`config.mk`:
```
export PLATFORM = sky130hd
export DESIGN_NAME = page_prog_splitter
export DESIGN_NICKNAME = d
export VERILOG_FILES = /design/src/rtl/pps_pkg.sv /design/src/rtl/pps_chunk_track.sv /design/src/rtl/pps_frame_mon.sv /design/src/rtl/page_prog_splitter.sv
export SDC_FILE = /design/constraint.sdc
export NUM_CORES = 1
export LEC_CHECK = 0
export BUFFER_PORTS_ARGS = -buffer_cell sky130_fd_sc_hd__buf_2
export CORE_ASPECT_RATIO = 0.9
export CORE_MARGIN = 1
export CORE_UTILIZATION = 55
export CTS_CLUSTER_SIZE = 28
export DETAILED_ROUTE_END_ITERATION = 8
export PLACE_DENSITY_LB_ADDON = 0.3
export SETUP_SLACK_MARGIN = 0.1
export SLEW_MARGIN = 20
export SYNTH_ARGS = -nofsm -noshare
export SYNTH_HDL_FRONTEND = slang
export SYNTH_SLANG_ARGS = --single-unit
```
`constraint.sdc`:
```
create_clock -name clk -period 3.7 [get_ports clk]
set_input_delay 0 -clock clk [delete_from_list [all_inputs] [get_ports clk]]
set_output_delay 0 -clock clk [all_outputs]
set_load 0.1 [all_outputs]
```
`src/rtl/pps_pkg.sv`:
```
package pps_pkg;

  typedef enum logic [2:0] {
    S_IDLE, S_OP, S_ADDR, S_DATA, S_DUMMY, S_DRAIN, S_GAP, S_DONE
  } pps_state_e;

  typedef enum logic [1:0] {
    K_POLL, K_WREN, K_PROG
  } pps_kind_e;

  localparam logic [7:0] CMD_STATUS = 8'h05;
  localparam logic [7:0] CMD_WREN   = 8'h06;
  localparam logic [7:0] CMD_PROG   = 8'h02;

  // bytes left from addr to the end of its page (page is a power of two)
  function automatic logic [31:0] page_room(logic [31:0] addr, logic [31:0] page);
    return page - (addr & (page - 32'd1));
  endfunction

  // size of the next chunk: stop at page end or at the end of the data
  function automatic logic [31:0] chunk_bytes(logic [31:0] addr, logic [31:0] rem,
                                              logic [31:0] page);
    logic [31:0] room;
    room = page_room(addr, page);
    return (room < rem) ? room : rem;
  endfunction

  // true when the last byte would lie past the device end
  function automatic logic past_end(logic [31:0] addr, logic [31:0] len,
                                    logic [31:0] dev);
    return ({1'b0, addr} + {1'b0, len}) > {1'b0, dev};
  endfunction

endpackage

```
`src/rtl/pps_chunk_track.sv`:
```
module pps_chunk_track
  import pps_pkg::*;
#(
  parameter int PAGE_BYTES = 256,
  parameter int ADDR_W     = 24,
  parameter int LEN_W      = 17,
  parameter int CW         = 9
) (
  input  logic              clk,
  input  logic              rst_n,
  input  logic              load,
  input  logic [ADDR_W-1:0] load_addr,
  input  logic [LEN_W-1:0]  load_len,
  input  logic              start_chunk,
  input  logic              byte_fire,
  output logic [ADDR_W-1:0] cur_addr,
  output logic [LEN_W-1:0]  sent_count,
  output logic              last_in_chunk,
  output logic              all_sent
);
  localparam logic [ADDR_W-1:0] OFS_MASK = ADDR_W'(PAGE_BYTES - 1);

  logic [LEN_W-1:0] rem_len;
  logic [CW-1:0]    chunk_left;

  always_ff @(posedge clk) begin
    if (!rst_n) begin
      cur_addr   <= '0;
      rem_len    <= '0;
      sent_count <= '0;
      chunk_left <= '0;
    end else if (load) begin
      cur_addr   <= load_addr;
      rem_len    <= load_len;
      sent_count <= '0;
      chunk_left <= '0;
    end else if (start_chunk) begin
      chunk_left <= CW'(chunk_bytes(32'(cur_addr), 32'(rem_len), 32'(PAGE_BYTES)));
    end else if (byte_fire) begin
      cur_addr   <= cur_addr + 1'b1;
      rem_len    <= rem_len - 1'b1;
      sent_count <= sent_count + 1'b1;
      chunk_left <= chunk_left - 1'b1;
    end
  end

  assign last_in_chunk = (chunk_left == CW'(1));
  assign all_sent      = (rem_len == '0);

  // a byte that does not close its chunk never sits on the last page offset
  p_no_cross_r3: assert property (@(posedge clk) disable iff (!rst_n)
    byte_fire && !last_in_chunk |-> (cur_addr & OFS_MASK) != OFS_MASK);

  // no byte is sent once the request is exhausted
  p_no_overrun_r9: assert property (@(posedge clk) disable iff (!rst_n)
    byte_fire |-> !all_sent);

endmodule

```
`src/rtl/pps_frame_mon.sv`:
```
module pps_frame_mon #(
  parameter int FW = 10
) (
  input  logic       clk,
  input  logic       rst_n,
  input  logic       cs,
  input  logic       tx_fire,
  input  logic       rx_valid,
  input  logic [7:0] rx_data,
  output logic       drained,
  output logic       busy
);
  logic [FW-1:0] tx_cnt;
  logic [FW-1:0] rx_cnt;
  logic [7:0]    status_q;

  always_ff @(posedge clk) begin
    if (!rst_n) begin
      tx_cnt   <= '0;
      rx_cnt   <= '0;
      status_q <= '0;
    end else if (!cs) begin
      tx_cnt <= '0;
      rx_cnt <= '0;
    end else begin
      if (tx_fire) tx_cnt <= tx_cnt + 1'b1;
      if (rx_valid) begin
        rx_cnt <= rx_cnt + 1'b1;
        if (rx_cnt == FW'(1)) status_q <= rx_data;
      end
    end
  end

  assign drained = (tx_cnt == rx_cnt);
  assign busy    = status_q[0];

  // the master never returns more bytes than were sent in the frame
  p_rx_le_tx_r10: assert property (@(posedge clk) disable iff (!rst_n)
    cs |-> rx_cnt <= tx_cnt);

endmodule

```
`src/rtl/page_prog_splitter.sv`:
```
module page_prog_splitter
  import pps_pkg::*;
#(
  parameter int PAGE_BYTES = 256,
  parameter int ADDR_BYTES = 3,
  parameter int DEV_BYTES  = 65536,
  parameter int LEN_W      = 17
) (
  input  logic                    clk,
  input  logic                    rst_n,
  input  logic                    req_valid,
  output logic                    req_ready,
  input  logic [8*ADDR_BYTES-1:0] req_addr,
  input  logic [LEN_W-1:0]        req_len,
  input  logic                    wr_valid,
  output logic                    wr_ready,
  input  logic [7:0]              wr_data,
  output logic                    done,
  output logic                    done_err,
  output logic [LEN_W-1:0]        done_count,
  output logic                    spi_cs,
  output logic                    spi_tx_valid,
  input  logic                    spi_tx_ready,
  output logic [7:0]              spi_tx_data,
  input  logic                    spi_rx_valid,
  input  logic [7:0]              spi_rx_data
);
  localparam int ADDR_W = 8 * ADDR_BYTES;
  localparam int CW     = $clog2(PAGE_BYTES) + 1;
  localparam int FW     = $clog2(PAGE_BYTES + ADDR_BYTES + 2) + 1;
  localparam int ABW    = $clog2(ADDR_BYTES) + 1;

  pps_state_e     state;
  pps_kind_e      kind;
  logic [ABW-1:0] ab_idx;
  logic           err_q;

  // named internal events
  logic              req_take, req_empty, req_out_of_range;
  logic              tx_fire, byte_fire, start_chunk;
  logic              drained, busy, last_in_chunk, all_sent;
  logic [ADDR_W-1:0] cur_addr;
  logic [7:0]        addr_byte;

  assign req_ready        = (state == S_IDLE);
  assign req_take         = req_valid && req_ready;
  assign req_empty        = (req_len == '0);
  assign req_out_of_range = past_end(32'(req_addr), 32'(req_len), 32'(DEV_BYTES));
  assign tx_fire          = spi_tx_valid && spi_tx_ready;
  assign byte_fire        = (state == S_DATA) && tx_fire;
  assign start_chunk      = (state == S_GAP) && (kind == K_WREN);

  pps_chunk_track #(
    .PAGE_BYTES(PAGE_BYTES), .ADDR_W(ADDR_W), .LEN_W(LEN_W), .CW(CW)
  ) u_track (
    .clk(clk), .rst_n(rst_n),
    .load(req_take), .load_addr(req_addr), .load_len(req_len),
    .start_chunk(start_chunk), .byte_fire(byte_fire),
    .cur_addr(cur_addr), .sent_count(done_count),
    .last_in_chunk(last_in_chunk), .all_sent(all_sent)
  );

  pps_frame_mon #(.FW(FW)) u_mon (
    .clk(clk), .rst_n(rst_n), .cs(spi_cs), .tx_fire(tx_fire),
    .rx_valid(spi_rx_valid), .rx_data(spi_rx_data),
    .drained(drained), .busy(busy)
  );

  always_comb begin
    addr_byte = '0;
    for (int i = 0; i < ADDR_BYTES; i++) begin
      if (ab_idx == ABW'(i)) addr_byte = cur_addr[8*(ADDR_BYTES-1-i) +: 8];
    end
  end

  always_comb begin
    spi_tx_valid = 1'b0;
    spi_tx_data  = 8'h00;
    unique case (state)
      S_OP: begin
        spi_tx_valid = 1'b1;
        unique case (kind)
          K_POLL:  spi_tx_data = CMD_STATUS;
          K_WREN:  spi_tx_data = CMD_WREN;
          default: spi_tx_data = CMD_PROG;
        endcase
      end
      S_ADDR:  begin spi_tx_valid = 1'b1; spi_tx_data = addr_byte; end
      S_DUMMY: begin spi_tx_valid = 1'b1; spi_tx_data = 8'h00; end
      S_DATA:  begin spi_tx_valid = wr_valid; spi_tx_data = wr_data; end
      default: ;
    endcase
  end

  assign spi_cs   = !(state inside {S_IDLE, S_GAP, S_DONE});
  assign wr_ready = (state == S_DATA) && spi_tx_ready;
  assign done     = (state == S_DONE);
  assign done_err = err_q;

  always_ff @(posedge clk) begin
    if (!rst_n) begin
      state  <= S_IDLE;
      kind   <= K_POLL;
      ab_idx <= '0;
      err_q  <= 1'b0;
    end else begin
      unique case (state)
        S_IDLE: if (req_take) begin
          err_q <= 1'b0;
          kind  <= K_POLL;
          if (req_empty) state <= S_DONE;
          else if (req_out_of_range) begin
            err_q <= 1'b1;
            state <= S_DONE;
          end else state <= S_OP;
        end
        S_OP: if (tx_fire) begin
          unique case (kind)
            K_POLL:  state <= S_DUMMY;
            K_WREN:  state <= S_DRAIN;
            default: begin ab_idx <= '0; state <= S_ADDR; end
          endcase
        end
        S_ADDR: if (tx_fire) begin
          if (ab_idx == ABW'(ADDR_BYTES - 1)) state <= S_DATA;
          else ab_idx <= ab_idx + 1'b1;
        end
        S_DUMMY: if (tx_fire) state <= S_DRAIN;
        S_DATA:  if (byte_fire && last_in_chunk) state <= S_DRAIN;
        S_DRAIN: if (drained) state <= S_GAP;
        S_GAP: begin
          state <= S_OP;
          unique case (kind)
            K_POLL: kind <= busy ? K_POLL : K_WREN;
            K_WREN: kind <= K_PROG;
            default: begin
              if (all_sent) state <= S_DONE;
              else kind <= K_POLL;
            end
          endcase
        end
        default: state <= S_IDLE;
      endcase
    end
  end

  // an out-of-range request ends at once with the error flag
  p_reject_r6: assert property (@(posedge clk) disable iff (!rst_n)
    req_take && !req_empty && req_out_of_range |=> done && done_err);

  // stream bytes move only inside a frame, onto the serial side
  p_wr_framed_r8: assert property (@(posedge clk) disable iff (!rst_n)
    wr_valid && wr_ready |-> spi_cs && spi_tx_valid);

  // completion is a single pulse followed by idle
  p_done_pulse_r9: assert property (@(posedge clk) disable iff (!rst_n)
    done |=> !done && req_ready);

  // a frame closes only once every returned byte has arrived
  p_drained_end_r10: assert property (@(posedge clk) disable iff (!rst_n)
    $fell(spi_cs) |-> $past(drained));

endmodule

```
==> reports/metrics.csv <==
stage,metric,value,unit
status,run status,completed,
clock_tree,CTS buffer count,9,
min_path,Worst Hold End,u_track.rem_len[1]$_SDFFE_PN0P_,
floorplan,Die Y-Extent,109,um
placement,DP Worst Slack,0.836,ns
routing,via count,7240,
clock_tree,clk_lat worst skew,0.35,ns
routing,Iter 0 DRT Violations,804,
clock_tree,CTS resizes,0,
logic_synthesis,top-area cell type share of the netlist area,0.278,
routing,drt total wl,19.3,mm
global_route,first-pass GRT wire length,31.1,mm
worst_setup_path,reg2reg setup slack,0.80,ns
logic_synthesis,Synth Register Bits,97,
layout,P&R area growth vs syn,14.9,%
worst_setup_path,RR Startpoint,state[2]$_SDFFE_PN0P_,
floorplan,die area,13100,sq um
timing,Worst slew margin,0.338,
power_and_ir_drop,Lkg Pwr,0.00315,uW
logic_synthesis,"Primary FF master, synth",dfxtp_1,
clock_tree,Clock Path Buffers,2,
floorplan,Initial Util,0.571,
floorplan,I/O pin count,94,
timing,setup ws final,0.522,ns
timing,RSZ-0062 raised after global routing,false,
placement,placer congestion estimate,0.942,
routing,first drt pass iteration count,6,
clock_tree,"Clk pin slew, worst setup/hold paths",0.07,ns
power_and_ir_drop,clock power share,0.192,
logic_synthesis,"Seq/Total Area, Yosys",0.278,
worst_setup_path,Crit path largest cell delay,0.56,ns
timing,final setup fails,0,
layout,ANT cells,0,
logic_synthesis,syn avg cell area,7.51,sq um
clock_tree,clock tree from TritonCTS,done,
min_path,hold_sp,req_len[1],
min_path,worst hold stages,3,
worst_setup_path,Setup Crit Path Kind,input pin to flop,
worst_setup_path,depth of the worst register-to-register path,7,
worst_setup_path,CP Data Required Time,3.92,ns
clock_tree,CTS H-tree depth,3,
timing,Least-Margin Pin Slew,0.985,ns
worst_setup_path,crit-path cells,dlygate4sd3_1 -> buf_2 -> ha_1 -> nand2_1 -> o211ai_1 -> nand2_1 -> a41oi_1 -> mux2i_1 -> nand4_1 -> o31a_1 -> o311ai_2 -> o211ai_1,
logic_synthesis,Syn. warnings,0,
routing,Via density,6.15,
logic_synthesis,Synth Instances,929,
logic_synthesis,"top cells by area, synth","dfxtp_1 28%, ha_1 6.8%, nor2_1 6.7%",
power_and_ir_drop,sw frac,0.477,
layout,final core utilization,0.656,
power_and_ir_drop,combinational power share,0.503,
worst_setup_path,CP arrival,3.40,ns
timing,period utilization,0.859,
power_and_ir_drop,NetSw,2250,uW
timing,fin crit period,3.18,ns
worst_setup_path,crit path buf inv count,2,
floorplan,die width,121,um
layout,"most common cell after layout, fill and taps aside",nor2_1,
power_and_ir_drop,Worst IR Drop VDD,0.000470,V
power_and_ir_drop,Power Density,590,nW/um^2
timing,final hold vios,0,
worst_setup_path,CP Launch Type,input pin,
timing,Max Clock Freq,0.315,GHz
layout,Post-layout nets,1114,
clock_tree,Num Clock Sinks,97,
global_route,number of global-route vias before repair,6338,
global_route,global route total overflow,0,
global_route,initial antenna violation count,0,
power_and_ir_drop,Sequential Power Share,0.305,
logic_synthesis,number of distinct library cells after synthesis,74,
clock_tree,Post-CTS Setup Bufs,0,
logic_synthesis,Synth async-reset ratio,0,
placement,PortBufs,86,
layout,"commonest cells after routing, fill and taps aside","125 x nor2_1, 104 x nand2_1, 97 x dfxtp_1",
layout,layout cells sized above 1,0.132,
timing,setup_tns,0,ns
worst_setup_path,"CP delay by family, top",compound AO/OA/AOI/OAI gates,
clock_tree,Hold Buf Count CTS,25,
global_route,largest net degree at the start of global routing,47,
logic_synthesis,post-synth top area cell,dfxtp_1,
global_route,All-Layer GR Usage,0.298,
floorplan,core region area,12200,sq um
worst_setup_path,Slowest cell on crit path,dlygate4sd3_1,
logic_synthesis,"EDFF count, synth",0,
timing,max-slew violations,0,
logic_synthesis,Syn Nets,1031,
min_path,hold crit path type,input pin to flop,
routing,number of remaining DRC errors,0,
flow_run,max cap viols,0,
timing,clk_skew,0.00317,ns
clock_tree,clk root buf,clkbuf_16,
logic_synthesis,synthesized area,6980,sq um
power_and_ir_drop,P_int,2470,uW
floorplan,# rows,38,
routing,routed len/inst,16.4,um
worst_setup_path,peak fanout along the critical path,7,
placement,hpwl dp,14.1,mm
worst_setup_path,Reg-to-Reg End,u_track.cur_addr[4]$_SDFFE_PN0P_,
worst_setup_path,Worst setup EP type,flop,
routing,Antenna Violating Nets Remaining,0,
-- registers in the layout (all words and copies together) (netlist names), 2 cells and up --
signal	count
u_mon.rx_cnt	10
u_mon.tx_cnt	10
state	3
kind	2
u_track.chunk_left	9
u_track.sent_count	17
u_track.cur_addr	24
ab_idx	3
u_track.rem_len	17
-- logic make-up (layout without fill, tap and decap cells) --
logic type	after synthesis	count (layout)	synth area share
compound gates	232	232	0.221
xor+xnor	71	71	0.0891
fa+ha+maj	39	39	0.0710
buf+inv	78	166	0.0461
flops	97	97	0.278
mux	8	8	0.0117
simple gates	404	404	0.283
-- how the worst max path moves through the flow --
stage	start	end	slack (ns)	cells after the start
6_report	req_addr[4]	state[2]$_SDFFE_PN0P_	0.52	12
5_1_grt	req_len[0]	state[2]$_SDFFE_PN0P_	0.32	13
4_1_cts	req_len[0]	state[2]$_SDFFE_PN0P_	0.64	13
3_5_place_dp	req_addr[0]	state[2]$_SDFFE_PN0P_	0.84	12
3_3_place_gp	req_addr[0]	state[2]$_SDFFE_PN0P_	0.85	12
2_1_floorplan	state[0]$_SDFFE_PN0P_	u_mon.rx_cnt[1]$_SDFFE_PP0P_	0.20	6
-- routing by layer --
layer	part of all wire	wire length [um]	vias to the layer above	global-route usage
li1	-	-	3515	-
met5	0	0	-	0
met3	0.085	1650	45	0.0481
met1	0.45	8640	3334	0.418
met2	0.44	8520	346	0.459
met4	0.027	532	0	0.115
-- Yosys cell counts (6+ instances only) --
library cell	instances
a211oi_1	16
a21o_1	6
a21oi_1	57
a221oi_1	9
a22oi_1	13
a31oi_1	10
and2_1	10
and3_1	21
clkbuf_1	36
dfxtp_1	97
ha_1	38
inv_1	30
mux2i_1	7
nand2_1	104
nand2b_1	7
nand3_1	37
nand4_1	23
nor2_1	125
nor3_1	19
nor3b_1	7
nor4_1	15
o211ai_1	11
o21ai_0	53
o21ai_1	7
or3_1	11
xnor2_1	32
xor2_1	39
-- power by group through the flow --
stage                     combinational (uW)  sequential, uW  clock (uW)
final                                   2380            1440         905
after floorplan                         1910            1360           0
after detailed placement                2310            1460           0
after CTS                               2350            1430         917
after global routing                    2610            1470         955
after global placement                  2300            1450           0
-- stage by stage --
stage	power (uW)	instances	hold WS, ns	cell area [sq um]
after detailed placement	3770	1136	0.250	7470
after floorplan	3270	929	0.136	6980
after global routing	5030	1177	0.0369	8010
after CTS	4700	1177	0.00239	8010
final	4730	1177	0.00664	8010
after global placement	3750	1136	0.244	7470
-- cell type report --
| cell class | count | area, sq um |
|---|---|---|
| inverter | 31 | 116 |
| multi-input combinational | 754 | 4710 |
| timing repair buffer | 119 | 753 |
| clock buffer | 11 | 253 |
| fill | 1063 | 4210 |
| clock inverter | 5 | 37.5 |
| tap | 160 | 200 |
| sequential | 97 | 1940 |
-- worst min-delay path, cell delays in order --
cell,delay (ns)
buf_2,0.14
a221oi_1,0.10
nor2_1,0.07
Power figures use the tool's default switching activity.
